[config.mk]
export PLATFORM = sky130hd
export DESIGN_NAME = cmp_monitor
export DESIGN_NICKNAME = d
export VERILOG_FILES = /design/src/rtl/cmp_pkg.sv /design/src/rtl/cmp_datapath.sv /design/src/rtl/cmp_ctrl.sv /design/src/rtl/cmp_monitor.sv
export SDC_FILE = /design/constraint.sdc
export NUM_CORES = 1
export LEC_CHECK = 0
export ABC_CLOCK_PERIOD_IN_PS = 4030
export BUFFER_PORTS_ARGS = -buffer_cell sky130_fd_sc_hd__buf_2
export CAP_MARGIN = 15
export CORE_UTILIZATION = 52
export CTS_CLUSTER_SIZE = 24
export DETAILED_ROUTE_END_ITERATION = 10
export GPL_ROUTABILITY_DRIVEN = 1
export PLACE_DENSITY = 0.89
export SLEW_MARGIN = 20
export SYNTH_ARGS = -nofsm -noshare
export SYNTH_HDL_FRONTEND = slang
export SYNTH_HIERARCHICAL = 1
export SYNTH_SLANG_ARGS = --single-unit
[constraint.sdc]
create_clock -name clk -period 4.03 [get_ports clk]
set_clock_uncertainty 0.2 [all_clocks]
set_input_delay 1.0075 -clock clk [delete_from_list [all_inputs] [get_ports clk]]
set_output_delay 1.0075 -clock clk [all_outputs]
set_load 0.05 [all_outputs]
[src/rtl/cmp_pkg.sv]
package cmp_pkg;
  // strobes passed from control to the datapath each cycle
  typedef struct packed {
    logic eval;    // a result on the selected channel is being written
    logic clrCnt;  // hold the match counter at zero
  } cmpStrobe_t;
endpackage

[src/rtl/cmp_datapath.sv]
module cmp_datapath
  import cmp_pkg::*;
#(
  parameter int DATA_W = 12,
  parameter int MCNT_W = 4
) (
  input  logic              clk,
  input  logic              rstN,
  input  cmpStrobe_t        strb,
  input  logic [DATA_W-1:0] data,
  input  logic [DATA_W-1:0] thr,
  input  logic              cond,
  input  logic              signedFmt,
  input  logic [MCNT_W-1:0] mcnt,
  output logic              hitLast
);
  logic [MCNT_W-1:0] cnt;
  logic              below;
  logic              condMet;

  always_comb begin
    if (signedFmt) below = $signed(data) < $signed(thr);
    else           below = data < thr;
    condMet = cond ? !below : below;
    hitLast = strb.eval && condMet && (cnt >= mcnt);
  end

  always_ff @(posedge clk) begin
    if (!rstN)                     cnt <= '0;
    else if (strb.clrCnt)          cnt <= '0;
    else if (strb.eval) begin
      if (!condMet || cnt >= mcnt) cnt <= '0;
      else                         cnt <= cnt + 1'b1;
    end
  end


  mismatch_reset_chk: assert property (@(posedge clk) disable iff (!rstN)
    (strb.eval && !condMet) |=> (cnt == '0));

  disabled_zero_chk: assert property (@(posedge clk) disable iff (!rstN)
    strb.clrCnt |=> (cnt == '0));

  idle_hold_chk: assert property (@(posedge clk) disable iff (!rstN)
    (!strb.eval && !strb.clrCnt) |=> $stable(cnt));
endmodule

[src/rtl/cmp_ctrl.sv]
module cmp_ctrl
  import cmp_pkg::*;
#(
  parameter int CH_W   = 4,
  parameter int NUM_CH = 12
) (
  input  logic            clk,
  input  logic            rstN,
  input  logic            wrValid,
  input  logic [CH_W-1:0] wrChan,
  input  logic            cfgEn,
  input  logic            cfgIe,
  input  logic [CH_W-1:0] cfgChan,
  input  logic            flagClr,
  input  logic            hitLast,
  output cmpStrobe_t      strb,
  output logic            flag,
  output logic            irq
);
  localparam logic [CH_W-1:0] LAST_CH = CH_W'(NUM_CH - 1);

  always_comb begin
    strb.eval   = wrValid && cfgEn && (wrChan == cfgChan) && (cfgChan <= LAST_CH);
    strb.clrCnt = !cfgEn;
    irq         = flag && cfgIe;
  end

  always_ff @(posedge clk) begin
    if (!rstN)        flag <= 1'b0;
    else if (hitLast) flag <= 1'b1;
    else if (flagClr) flag <= 1'b0;
  end


  flag_cause_chk: assert property (@(posedge clk) disable iff (!rstN)
    $rose(flag) |-> $past(hitLast));

  flag_sticky_chk: assert property (@(posedge clk) disable iff (!rstN)
    (flag && !flagClr) |=> flag);

  flag_clear_chk: assert property (@(posedge clk) disable iff (!rstN)
    (flagClr && !hitLast) |=> !flag);

  reserved_quiet_chk: assert property (@(posedge clk) disable iff (!rstN)
    (cfgChan > LAST_CH) |-> !hitLast);
endmodule

[src/rtl/cmp_monitor.sv]
module cmp_monitor
  import cmp_pkg::*;
#(
  parameter int NUM_CMP = 2,
  parameter int DATA_W  = 12,
  parameter int CH_W    = 4,
  parameter int NUM_CH  = 12,
  parameter int MCNT_W  = 4
) (
  input  logic                      clk,
  input  logic                      rstN,
  input  logic                      resWrValid,
  input  logic [CH_W-1:0]           resWrChan,
  input  logic [DATA_W-1:0]         resWrData,
  input  logic                      signedFmt,
  input  logic [NUM_CMP-1:0]        cfgEn,
  input  logic [NUM_CMP-1:0]        cfgIe,
  input  logic [NUM_CMP-1:0]        cfgCond,
  input  logic [NUM_CMP*CH_W-1:0]   cfgChan,
  input  logic [NUM_CMP*MCNT_W-1:0] cfgMcnt,
  input  logic [NUM_CMP*DATA_W-1:0] cfgThr,
  input  logic [NUM_CMP-1:0]        flagClr,
  output logic [NUM_CMP-1:0]        cmpFlag,
  output logic [NUM_CMP-1:0]        cmpIrq
);
  for (genvar u = 0; u < NUM_CMP; u++) begin : g_unit
    cmpStrobe_t strb;
    logic       hitLast;

    cmp_ctrl #(.CH_W(CH_W), .NUM_CH(NUM_CH)) u_ctrl (
      .clk     (clk),
      .rstN    (rstN),
      .wrValid (resWrValid),
      .wrChan  (resWrChan),
      .cfgEn   (cfgEn[u]),
      .cfgIe   (cfgIe[u]),
      .cfgChan (cfgChan[u*CH_W +: CH_W]),
      .flagClr (flagClr[u]),
      .hitLast (hitLast),
      .strb    (strb),
      .flag    (cmpFlag[u]),
      .irq     (cmpIrq[u])
    );

    cmp_datapath #(.DATA_W(DATA_W), .MCNT_W(MCNT_W)) u_dp (
      .clk       (clk),
      .rstN      (rstN),
      .strb      (strb),
      .data      (resWrData),
      .thr       (cfgThr[u*DATA_W +: DATA_W]),
      .cond      (cfgCond[u]),
      .signedFmt (signedFmt),
      .mcnt      (cfgMcnt[u*MCNT_W +: MCNT_W]),
      .hitLast   (hitLast)
    );
  end
endmodule

* Yosys cells after proc, flatten, opt, wreduce, memory -nomap -nowiden
Cells that the tools add are included.
Cells by class: add/subtract/negate cells 2, magnitude comparators 8, equality and inequality tests 2, mux-type cells 10, reduce and logical (&&, ||, !) cells 22
Operators with widths (count):
- $lt 12x12->1 | 4
- $logic_and 1x1->1 | 12
- $add 4x1->4 const B | 2
- $eq 4x4->1 | 2
- $ge 4x4->1 | 2
- $le 4x4->1 const B | 2
- $mux 1 | 8
- $mux 4 | 2
- $logic_not 1->1 | 4
- $reduce_and 2->1 | 2
- $reduce_bool 2->1 | 2
- $logic_or 1x1->1 | 2
Word-level totals: register bits after elaboration 10, bits of input ports 68, output and inout port bits 4, word-level logic and storage cells 48

* Logic depth before layout (Yosys ltp)
depth after elaboration 7, mapped depth 9, mapped depth without buffers 9

* Hierarchy
The synthesis kept the hierarchy.
Modules (own cells, without submodules):
- cmp_datapath | instances 2, cells each 86, area each 696.9 sq um, sequential area each 80.1 sq um
- cmp_ctrl | instances 2, cells each 14, area each 106.4 sq um, sequential area each 20.0 sq um

* Least setup slack after synthesis
OpenSTA, ideal clock, no wires.
path kind input to register, start input port cfgThr[11], end register g_unit[0].u_ctrl.flag, arrival time 2.664 ns, slack 1.109 ns, stages 9, buffers on the path 0, cells stage by stage inv_1 > ha_1 > or2b_4 > xnor2_4 > or4_1 > o211ai_2 > nor2_2 > nor3_2 > o21a_1
On the way: longest elaborated chain between the ends 7
Ends and longest elaborated chain:
- start, declared | line cmp_monitor.sv:21 | input logic [NUM_CMP*DATA_W-1:0] cfgThr,
- $lt 12x12->1 (on tied branches) | line cmp_datapath.sv:23, cmp_datapath.sv:22
- $mux 1 * | line cmp_datapath.sv:22 | if (signedFmt) below = $signed(data) < $signed(thr);
- $logic_not 1->1 | line cmp_datapath.sv:24 | condMet = cond ? !below : below;
- $mux 1 * | line cmp_datapath.sv:24
- $logic_and 1x1->1 * (2 in series) | line cmp_datapath.sv:25 | hitLast = strb.eval && condMet && (cnt >= mcnt);
- named net g_unit[0].hitLast | line cmp_monitor.sv:28 | logic hitLast;
- $mux 1 or $reduce_bool 2->1 (tied branches)
- end signal, assigned | line cmp_ctrl.sv:29 | if (!rstN) flag <= 1'b0;
- end signal, assigned | line cmp_ctrl.sv:30 | else if (hitLast) flag <= 1'b1;
- end signal, assigned | line cmp_ctrl.sv:31 | else if (flagClr) flag <= 1'b0;
- end, declared | line cmp_ctrl.sv:17 | output logic flag,
The timed path passes the listed nets; every way through them passes the cells marked *. A chain may end at the register's enable or synchronous reset.

* Final worst setup path
start input port resWrData[2], end register g_unit[1].u_ctrl.flag
On the way: longest elaborated chain between the ends 7
Ends and longest elaborated chain:
- start, declared | line cmp_monitor.sv:14 | input logic [DATA_W-1:0] resWrData,
- $lt 12x12->1 (on tied branches) | line cmp_datapath.sv:23, cmp_datapath.sv:22
- $mux 1 * | line cmp_datapath.sv:22
- $logic_not 1->1 | line cmp_datapath.sv:24
- $mux 1 * | line cmp_datapath.sv:24
- $logic_and 1x1->1 * (2 in series) | line cmp_datapath.sv:25
- named net g_unit[1].hitLast | line cmp_monitor.sv:28
- $mux 1 or $reduce_bool 2->1 (tied branches)
- end signal, assigned | line cmp_ctrl.sv:29
- end signal, assigned | line cmp_ctrl.sv:30
- end signal, assigned | line cmp_ctrl.sv:31
- end, declared | line cmp_ctrl.sv:17
Marks and branches as above.

==> qor_table.md <==
| Result | This run | Unit |
|---|---|---|
| Outcome | complete, but fails checks | - |
| Violated checks | design-rule violations | - |
| Setup slack on the worst flop-to-flop path | 1750 | ps |
| Vias in the first global route | 1583 | - |
| I/O Buffers | 71 | - |
| Commonest non-fill, non-tap cell in the layout | buf_2 | - |
| Unrepaired setup endpoints after global routing | no | - |
| Number of nets in the finished design | 376 | - |
| Cell at the root of the clock tree | clkbuf_4 | - |
| Post-synth net total | 300 | - |
| Routed wirelength normalized by instance count | 11.0 | µm |
| Maximum resistive drop on vdd | 0.0855 | mV |
| Reg-to-reg startpoint | g_unit[0].u_dp/cnt[0] | - |
| Cts hold-fix bufs | 0 | - |
| Synth Area in Adders | 24.9 | % |
| Power consumption | 0.330 | mW |
| Die Width | 57.6 | µm |
| Vias/cell | 5.25 | - |
| Largest cells by area after synthesis | ha_1 25%, dfxtp_1 12%, inv_1 8.9% | - |
| Share of the synthesized area in the top cell type | 24.9 | % |
| Number of vias in the routed layout | 1606 | - |
| Core Box Area | 2850 | µm² |
| Starting utilization of the core area | 56.3 | % |
| Std-Cell Rows | 19 | - |
| Wire length of the first global-routing pass | 5970 | µm |
| XOR/XNOR Fraction of Synth Area | 7.79 | % |
| Cell area after synthesis | 1610 | µm² |
| Routed WL | 3370 | µm |
| Most area-hungry cell type in the Yosys netlist | ha_1 | - |
| Reg clk slew, reported paths | 70 | ps |
| Gate count after technology mapping | 200 | - |
| Maximum operating frequency | 0.345 | GHz |
| HPWL after detailed placement | 3060 | µm |
| Pin count of the biggest net entering global routing | 8 | - |
| Clock tree from TritonCTS | built | - |
| Antenna violations before repair | 0 | - |
| Fraction of the mapped netlist area in simple logic gates | 22.1 | % |
| Critical path capture point | g_unit[1].u_ctrl/flag | - |
| Number of buffers created by CTS | 3 | - |
| CP startpoint kind | input port | - |
| Largest fanout on the critical path | 4 | - |
| Max Cap Viol | 0 | - |
| Drc violations | 4 | - |
| Final hold viol count | 0 | - |
| Area growth syn-to-layout | 26.8 | % |
| Fraction of the mapped netlist area in compound gates | 23.8 | % |
| Cells on worst reg2reg path | 8 | - |
| Total track usage | 22.1 | % |
| Kind of capture point of the worst setup path | register | - |
| Worst rel slew slack | 67.4 | % |
| Worst Path Arrival | 2900 | ps |
| Clock insertion delay at the later pin of the skew report | 260 | ps |
| Number of pins exceeding their max-slew limit in the final report | 0 | - |
| Layout cells sized above 1 | 35.3 | % |
| GRT Residual Overflow | 0 | - |
| Number of inserted filler cells in the final layout | 236 | - |
| Total of flip-flops plus latches after synthesis | 10 | - |
| Register area share after synthesis | 12.5 | % |
| Setup-violating endpoint count in the final report | 0 | - |
| Sinks on Clock Net | 10 | - |
| Area of the die | 3320 | µm² |
| Total negative slack for setup checks | 0 | ps |
| Worst hold margin | 287 | ps |
| Routability Congestion | 0.829 | - |
| Drt pass-1 iters | 8 | - |
| Final ANT Viol Nets | 0 | - |
| CP startpoint | resWrData[2] | - |
| Buffer count from post-CTS setup fixing | 0 | - |
| Number of diodes | 0 | - |
| Transition at the pin with the smallest max-transition slack | 482 | ps |
| Number of distinct library cell variants in the gate-level netlist after synthesis | 33 | - |
| Final critical-path share of the clock period | 72.0 | % |
| DRC violation total after the first TritonRoute iteration | 23 | - |
| Buffers from clock root to sink, at most | 2 | - |
| Warnings, synthesis | 6 | - |
| Multiplexer area fraction after synthesis | 0 | % |
| Critical Path RT | 4030 | ps |
| Path category of the worst min-delay check | reg2reg | - |
| Most frequent cells in the layout | 71 x buf_2, 38 x inv_1, 32 x ha_1, 20 x nand2_1, 14 x a21oi_1 | - |
| H-tree depth | 1 | - |
| Y dimension of the die | 57.6 | µm |
| Leakage component of the power | 1.10 | nW |
| Total I/O pin count | 72 | - |
| Final worst path period need | 2900 | ps |
| P per Cell Area | 162 | nW/µm² |
| Path type of the worst setup path | in2reg | - |
| Largest family of logic cells by synthesized area | adder cells | - |
| Avg Cell Area, Syn | 8.03 | µm² |
| Worst reg2reg endpoint | g_unit[0].u_dp/cnt[2] | - |
| Post-cts gate resize count | 0 | - |
critical path: stages:
cell      delay [ps]
buf_2            110
ha_1             320
a211oi_2         220
o21ai_1          100
a21oi_1          310
nor4b_1          460
nor2_2           100
nor3_2           120
o21a_1           140
worst min path at each step:
stage	start	to	slack (ps)	cells past startpoint
detailed placement	g_unit[0].u_dp/cnt[0]	g_unit[0].u_dp/cnt[0]	270	2
finish	g_unit[0].u_dp/cnt[0]	g_unit[0].u_dp/cnt[0]	290	2
CTS	g_unit[0].u_dp/cnt[0]	g_unit[0].u_dp/cnt[0]	280	2
global route	g_unit[0].u_dp/cnt[0]	g_unit[0].u_dp/cnt[0]	300	2
global placement	g_unit[0].u_dp/cnt[0]	g_unit[0].u_dp/cnt[0]	270	2
floorplan	g_unit[0].u_dp/cnt[0]	g_unit[0].u_dp/cnt[0]	250	2
where the power goes:
part / switching [mW] / internal [mW] / total (mW)
logic: 0.0708 / 0.0724 / 0.143
registers: 0.000120 / 0.0989 / 0.0990
clock network: 0.0327 / 0.0547 / 0.0874
synth_stat cells, drive strengths merged:
cell,instances
o2111ai,2
ha,32
a2111oi,2
nor4b,2
dfxtp,10
nor2b,4
a2bb2oi,2
nor2,12
o21ba,2
xor2,6
o21a,4
a211oi,2
inv,38
or4,2
nand2,20
o211ai,8
nand3,4
nand4,4
nand2b,6
o31a,2
o21ai,8
xnor2,4
a21oi,14
or2b,2
nor3,4
and2,2
a31oi,2
kinds of logic after synthesis:
| logic type | Yosys count |
|---|---|
| simple gates | 62 |
| compound gates | 48 |
| buf+inv | 38 |
| fa+ha+maj | 32 |
| xor+xnor | 10 |
| flops | 10 |
metal layers:
metal / up-vias / routed length, µm / GRT usage [%]
met5: - / 0 / 0
met4: 0 / 39 / 5.57
met3: 6 / 148 / 1.81
met2: 42 / 1740 / 44.2
met1: 713 / 1440 / 24.5
li1: 845 / - / -
state kept, by name (all words and copies together), names as in the netlist:
register            count
g_unit.u_ctrl/flag      2
g_unit.u_dp/cnt         8
stage by stage:
stage / setup slack, ps / util (%) / std cells / cell area (µm²)
finish: 1130 / 71.4 / 306 / 2040
global route: 956 / 71.4 / 306 / 2040
CTS: 1120 / 71.4 / 306 / 2040
detailed placement: 852 / 70.1 / 302 / 2000
global placement: 956 / 70.1 / 302 / 2000
floorplan: 1110 / - / 200 / 1610
layout make-up:
cell class                      count  area (µm²)  area share (%)
Sequential cell                    10         200            9.83
Inverter                           38         143            7.00
Timing Repair Buffer               71         355            17.4
Clock buffer                        4        36.3            1.78
Multi-Input combinational cell    152        1260            62.0
Tap cell                           31        38.8            1.90
(Power assumes the default switching activity.)
